===== src/rtl/seg7_pkg.sv =====
package seg7_pkg;
  localparam int unsigned BCD_W = 4;
  localparam int unsigned SEG_W = 7;
  localparam logic [SEG_W-1:0] SEG_DARK_N = '1;
  localparam logic [SEG_W-1:0] SEG_LIT_N  = '0;

  typedef logic [BCD_W-1:0] bcd_t;
  typedef logic [SEG_W-1:0] seg_t;

  typedef enum logic [1:0] {
    SRC_GLYPH = 2'd0,
    SRC_LAMP  = 2'd1,
    SRC_DARK  = 2'd2
  } seg_src_e;
endpackage


===== src/rtl/seg7_glyph.sv =====
module seg7_glyph
  import seg7_pkg::*;
(
  input  bcd_t code_i,
  output seg_t glyph_o   // active high, bit0 = a
);
  always_comb begin
    unique case (code_i)
      4'd0:    glyph_o = 7'b0111111;
      4'd1:    glyph_o = 7'b0000110;
      4'd2:    glyph_o = 7'b1011011;
      4'd3:    glyph_o = 7'b1001111;
      4'd4:    glyph_o = 7'b1100110;
      4'd5:    glyph_o = 7'b1101101;
      4'd6:    glyph_o = 7'b1111101;
      4'd7:    glyph_o = 7'b0000111;
      4'd8:    glyph_o = 7'b1111111;
      4'd9:    glyph_o = 7'b1101111;
      default: glyph_o = 7'b0000000;  // non-BCD codes stay dark
    endcase
  end
endmodule


===== src/rtl/seg7_blank_ctl.sv =====
module seg7_blank_ctl
  import seg7_pkg::*;
(
  input  logic     is_zero_i,
  input  logic     lt_ni,
  input  logic     rbi_ni,
  input  logic     bi_ni,
  output seg_src_e src_o,
  output logic     rbo_no
);
  logic rip_blank;

  assign rip_blank = !rbi_ni && is_zero_i && lt_ni;
  assign rbo_no    = !rip_blank;

  // priority: blank input > lamp test > ripple blank > glyph
  always_comb begin
    if (!bi_ni)         src_o = SRC_DARK;
    else if (!lt_ni)    src_o = SRC_LAMP;
    else if (rip_blank) src_o = SRC_DARK;
    else                src_o = SRC_GLYPH;
  end
endmodule


===== src/rtl/seg7_digit.sv =====
module seg7_digit
  import seg7_pkg::*;
(
  input  bcd_t code_i,
  input  logic lt_ni,
  input  logic rbi_ni,
  input  logic bi_ni,
  output seg_t seg_no,
  output logic rbo_no
);
  seg_t     glyph;
  seg_src_e src;

  seg7_glyph i_glyph (
    .code_i  (code_i),
    .glyph_o (glyph)
  );

  seg7_blank_ctl i_ctl (
    .is_zero_i (code_i == '0),
    .lt_ni     (lt_ni),
    .rbi_ni    (rbi_ni),
    .bi_ni     (bi_ni),
    .src_o     (src),
    .rbo_no    (rbo_no)
  );

  always_comb begin
    unique case (src)
      SRC_LAMP:  seg_no = SEG_LIT_N;
      SRC_DARK:  seg_no = SEG_DARK_N;
      default:   seg_no = ~glyph;
    endcase
  end
endmodule


===== src/rtl/seg7_blank_chain.sv =====
module seg7_blank_chain
  import seg7_pkg::*;
#(
  parameter int unsigned NUM_DIGITS = 4
) (
  input  logic [NUM_DIGITS*BCD_W-1:0] bcd_i,
  input  logic                        lt_ni,
  input  logic [NUM_DIGITS-1:0]       bi_ni,
  output logic [NUM_DIGITS*SEG_W-1:0] seg_no,
  output logic [NUM_DIGITS-1:0]       rbo_no
);
  localparam int unsigned MSD = NUM_DIGITS - 1;

  logic [NUM_DIGITS-1:0] rbi_n;

  for (genvar k = 0; k < NUM_DIGITS; k++) begin : g_dig
    if (k == 0) begin : g_lsd
      assign rbi_n[k] = 1'b1;        // last digit always shows
    end else if (k == MSD) begin : g_msd
      assign rbi_n[k] = 1'b0;        // top digit starts suppression
    end else begin : g_mid
      assign rbi_n[k] = rbo_no[k+1];
    end

    seg7_digit i_digit (
      .code_i (bcd_i[k*BCD_W +: BCD_W]),
      .lt_ni  (lt_ni),
      .rbi_ni (rbi_n[k]),
      .bi_ni  (bi_ni[k]),
      .seg_no (seg_no[k*SEG_W +: SEG_W]),
      .rbo_no (rbo_no[k])
    );
  end
endmodule


===== config.mk =====
export PLATFORM = sky130hd
export DESIGN_NAME = seg7_blank_chain
export DESIGN_NICKNAME = d
export VERILOG_FILES = /design/src/rtl/seg7_pkg.sv /design/src/rtl/seg7_glyph.sv /design/src/rtl/seg7_blank_ctl.sv /design/src/rtl/seg7_digit.sv /design/src/rtl/seg7_blank_chain.sv
export SDC_FILE = /design/constraint.sdc
export NUM_CORES = 1
export LEC_CHECK = 0
export BUFFER_PORTS_ARGS = -buffer_cell sky130_fd_sc_hd__buf_2
export CORE_ASPECT_RATIO = 0.9
export CORE_MARGIN = 1
export CORE_UTILIZATION = 46
export DETAILED_ROUTE_END_ITERATION = 12
export PLACE_DENSITY = 0.89
export RECOVER_POWER = 25
export SYNTH_ARGS = -nofsm -noshare
export SYNTH_HDL_FRONTEND = slang
export SYNTH_SLANG_ARGS = --single-unit

===== constraint.sdc =====
create_clock -name vclk -period 3.2
set_input_delay 0.64 -clock vclk [all_inputs]
set_output_delay 0.64 -clock vclk [all_outputs]
set_load 0.05 [all_outputs]

# [After elaboration in Yosys (flattened, before gate mapping)]
# Memory sizes are Yosys's and may differ from the RTL's.
# Index checks and enable logic that the tools add are counted.
[totals] rom_bits=448 mem_bits_rw=0 latchBits=0 elab_cells=42 memories=4 input_bits=21 regBits=0
[op_classes] muxes=15 n_eq_ne=8 mul=0 reduce_logical=11 n_shift=0 div=0 addsub=0 bitwise_logic=4 magnitude_cmp=0
[mem_list] name="(name not given)" depth=16 width=7 rd=1 rd_clocked_by_memory_dff=0 write_ports=0 line="seg7_glyph.sv:8" text="unique case (code_i)"
[mem_list] name="(name not given)" depth=16 width=7 rd=1 rd_clocked_by_memory_dff=0 write_ports=0 line="seg7_glyph.sv:8"
[mem_list] name="(name not given)" depth=16 width=7 rd=1 rd_clocked_by_memory_dff=0 write_ports=0 line="seg7_glyph.sv:8"
[mem_list] name="(name not given)" depth=16 width=7 rd=1 rd_clocked_by_memory_dff=0 write_ports=0 line="seg7_glyph.sv:8"
[op_table] cell="$pmux 7 s2" n=4
[op_table] cell="$not 7->7" n=4
[op_table] cell="$mux 2" n=10
[op_table] cell="$logic_not 4->1" n=3
[op_table] cell="$eq 2x1->1 const B" n=4
[op_table] cell="$eq 2x2->1 const B" n=4
[op_table] cell="$logic_and 1x1->1" n=5
[op_table] cell="$logic_not 1->1" n=3
[op_table] cell="$mux 1" n=1

# [Logic depth before layout (Yosys ltp)]
[depth] ltp_word=11 ltp_mapped=9

# [Cells and area by module]
# Synthesis repeated with hierarchy kept, for this count alone.
[unflattened] hier_cells=170 hier_area_um2=1363.8
[by_module_without_submodules] mod="seg7_glyph" area_per_inst_um2=201.4 cells_per_inst=26 seq_area_each_um2=0.0 n_inst=4
[by_module_without_submodules] mod="seg7_digit" area_per_inst_um2=120.1 cells_per_inst=13 seq_area_each_um2=0.0 n_inst=4
[by_module_without_submodules] mod="seg7_blank_ctl" area_per_inst_um2=17.5 cells_per_inst=3 seq_area_each_um2=0.0 n_inst=4
[by_module_without_submodules] mod="seg7_blank_chain" area_per_inst_um2=7.5 cells_per_inst=2 seq_area_each_um2=0.0 n_inst=1

# [Least setup slack after synthesis]
# No wires, ideal clock.
[synth_timing] path_type="input port to output port" startpoint="input bcd_i[12]" endpoint="output seg_no[10]" arrival_ps=3022 setup_slack_ps=-462 required_ps=2560 n_path_buf=0 stages=8 path_cell_list="inv_1 > ha_1 > nand4bb_4 > or3_4 > o21ai_0 > ha_1 > nand2b_1 > o21ai_0"
[synth_between] elab_chain_len=11 word_cells_on_any_way=12 cone_classes="eq/ne (2); mux (4); reduce/logical (6)"
[synth_lines] item="from (decl)" line="seg7_blank_chain.sv:6" text="input logic [NUM_DIGITS*BCD_W-1:0] bcd_i,"
[synth_lines] item="$logic_not 4->1 (*)" line="seg7_digit.sv:20" text=".is_zero_i (code_i == '0),"
[synth_lines] item="$logic_and 1x1->1 (*) (5 in series)" line="seg7_blank_ctl.sv:13" text="assign rip_blank = !rbi_ni && is_zero_i && lt_ni;"
[synth_lines] item="$mux 2 (*)" line="seg7_blank_ctl.sv:20" text="else if (rip_blank) src_o = SRC_DARK;"
[synth_lines] item="$mux 2 (*)" line="seg7_blank_ctl.sv:19" text="else if (!lt_ni) src_o = SRC_LAMP;"
[synth_lines] item="$mux 2 (*)" line="seg7_blank_ctl.sv:18" text="if (!bi_ni) src_o = SRC_DARK;"
[synth_lines] item="$eq 2x2->1 or $eq 2x1->1 (tied branches)" line="seg7_digit.sv:29" text="unique case (src)"
[synth_lines] item="$pmux 7 s2 (*)" line="seg7_digit.sv:29"
[synth_lines] item="to (decl)" line="seg7_blank_chain.sv:9" text="output logic [NUM_DIGITS*SEG_W-1:0] seg_no,"
# Mark *: on every way between the ends. The rest lies on a longest branch, timed or not.

# [Worst setup path in the final report]
# Ends and elaborated chain as after synthesis.

==> parameters.txt <==
Parameter                              Value

Global routing
  Global Route Usage Sum ... 0.221
  Wire length of the first global-routing pass ... 4.35 mm
  Pin count of the biggest net entering global routing ... 12
  GR Overflow Total ... 0
  Number of global-route vias before repair ... 1017
  Initial antenna violation count ... 0

Critical path
  Data arrival time of the critical path ... 2460 ps
  Nature of the critical path endpoint ... output port
  Startpoint class of the critical path ... input pin
  Critical path class ... input pin to output port
  Required time reported for the critical path endpoint ... 2560 ps
  Largest driver fanout on the critical path ... 4

Floorplanning
  Floorplan die area ... 2520 µm²
  Initial core utilization ... 0.489
  Total I/O pin count ... 53
  Die span in x ... 52.8 µm
  Area of the core ... 2180 µm²
  Std cell rows ... 16
  Die Y ... 47.7 µm

Pwr
  Cell Int Power ... 0.000133 W
  NetSw ... 0.000272 W
  Comb pwr share ... 1.000
  Pwr per Cell Area ... 259 nW/µm²
  Switching part of the total power ... 0.672
  Overall Power ... 0.000405 W
  Clock network fraction of design power ... 0
  Leak pwr ... 0.811 nW
  Seq pwr share ... 0
  Worst vdd ir ... 0.000166 V

Finish
  Final instance count without filler cells ... 243
  Fraction of the core area covered by cells at the end of the flow ... 0.716
  Highest-count cells in the layout ignoring fill and taps ... 33 x buf_2, 25 x ha_1, 23 x buf_4, 18 x nand2_1, 16 x nand2b_1
  Area taken by flip-flops and latches ... 0 µm²
  Share of post-route cells with drive strength above 1 ... 0.384
  CLK BUF ... 0
  Most common cell after layout, fill and taps aside ... buf_2
  Count of flip-flops and latches ... 0
  Fill cell instance count of the final layout ... 186
  Antenna fix cells ... 0
  Area added between synthesis and finish ... 46.3%
  Final layout net count ... 265

Synthesis
  Number of library cell types mapped by synthesis ... 28
  Number of nets produced by synthesis ... 200
  Netlist area before placement ... 1070 µm²
  Yosys Warn Count ... 0
  Number of instances in the synthesized netlist ... 153
  Share of synthesized area occupied by flip-flops and latches ... 0
  Avg Inst Size Synth ... 6.98 µm²

Drt
  TritonRoute pass-1 iters ... 5
  DRC Markers ... 0
  Routed WL per cell ... 11.4 µm
  Routed via count ... 1228
  DRC violation total after the first TritonRoute iteration ... 22
  Routed vias/inst ... 5.05
  Antenna-violating nets left ... 0
  Final WL ... 2.78 mm

Run
  Number of maximum-capacitance constraint violations ... 0

Timing
  Tcrit/Tclk final ... 0.969
  Least-Margin Pin Slew ... 610 ps
  Crit path setup slack, layout ... 99.9 ps
  Final sum of negative setup slack ... 0 ps
  Setup repair after global routing missed its margin ... no
  Time the worst path needs with I/O delays and setup ... 3100 ps
  Hold Vio Cnt, Final ... 0
  Max-slew violation count ... 0
  Final number of setup-violating endpoints ... 0
  Normalized max-slew margin ... 0.595
  Achievable clock frequency ... 0.323 GHz

Placement
  Post-place setup slack ... -190 ps
  Placed instance count ... 243
  Detail Placement HPWL ... 2.28 mm
  Weighted congestion at the end of routability-driven global placement ... 0.763
  Port Buffer Count ... 52

Run status
  Run status ... complete, no violations

Worst hold path
  Kind of path behind the tightest hold check ... input pin to output port

Clock tree
  Number of hold buffers added after CTS ... 0
==> per-stage QoR <==
stage | cell area [µm²] | hold WS, ps
6_report | 1560 | 1710
5_1_grt | 1560 | 1720
2_1_floorplan | 1090 | 1540
4_1_cts | 1520 | 1620
3_5_place_dp | 1480 | 1620
3_3_place_gp | 1480 | 1610
==> layer usage <==
metal,global-route usage,part of all wire,vias to the layer above
li1,-,-,640
met2,0.428,0.52,40
met1,0.295,0.45,548
met5,0,0,-
met3,0,0.031,0
met4,0,0,0
==> power by group through the flow <==
stage               Combinational [W]  Clock [W]  Sequential [W]
finish                       0.000405          0               0
global route                 0.000434          0               0
CTS                          0.000384          0               0
detailed placement           0.000373          0               0
global placement             0.000367          0               0
floorplan                    0.000274          0               0
==> Yosys cell counts, drive strengths merged <==
master | number | area (µm²)
a21oi | 4 | 20.0
conb | 1 | 3.75
or3 | 1 | 11.3
xor2 | 1 | 8.76
o21ai | 22 | 110
nor3b | 1 | 7.51
nor2 | 2 | 7.51
mux2 | 1 | 11.3
o211ai | 5 | 37.5
a21bo | 1 | 10.0
nand2b | 17 | 106
clkbuf | 4 | 15.0
ha | 26 | 325
nand2 | 18 | 67.6
o21a | 1 | 7.51
o221ai | 3 | 26.3
nor2b | 5 | 31.3
and2 | 4 | 25.0
nand3 | 6 | 30.0
or2 | 1 | 6.26
inv | 14 | 52.6
nand3b | 1 | 7.51
xnor2 | 2 | 17.5
mux2i | 3 | 30.0
o31ai | 3 | 22.5
nand4bb | 1 | 27.5
buf | 5 | 41.3
==> layout make-up <==
type / instances / area (µm²) / area share
Multi-Input combinational cell: 130 / 1010 / 0.649
Timing Repair Buffer: 72 / 462 / 0.296
Inverter: 14 / 52.6 / 0.0337
Tap cell: 27 / 33.8 / 0.0216
==> critical path: stages <==
cell	delay [ps]
buf_2	110
inv_2	70
ha_4	150
nand4bb_4	100
or3_4	380
o21ai_1	150
ha_1	290
buf_4	170
nand2b_1	150
o21ai_2	90
buf_6	150
==> logic make-up (layout without fill, tap and decap cells) <==
group,after synthesis,count (layout),synth area share
other,1,1,0.00351
AOI/OAI and AO/OA,39,39,0.219
adders and majority gates,26,26,0.305
xor gates and xnor gates,3,3,0.0246
and+or+nand+nor,57,57,0.307
buffers and inverters,23,86,0.102
muxes,4,4,0.0387
==> timing repair <==
action,in CTS,in global routing
pin swaps,1,0
setup endpoints to repair,12,12
setup buffers,0,0
gates resized for setup,13,23
==> final timing paths <==
check,startpoint,to,cells after the start
setup / recovery,bcd_i[12],seg_no[10],11
hold / removal,bi_ni[0],seg_no[6],3
(Power assumes the default switching activity.)
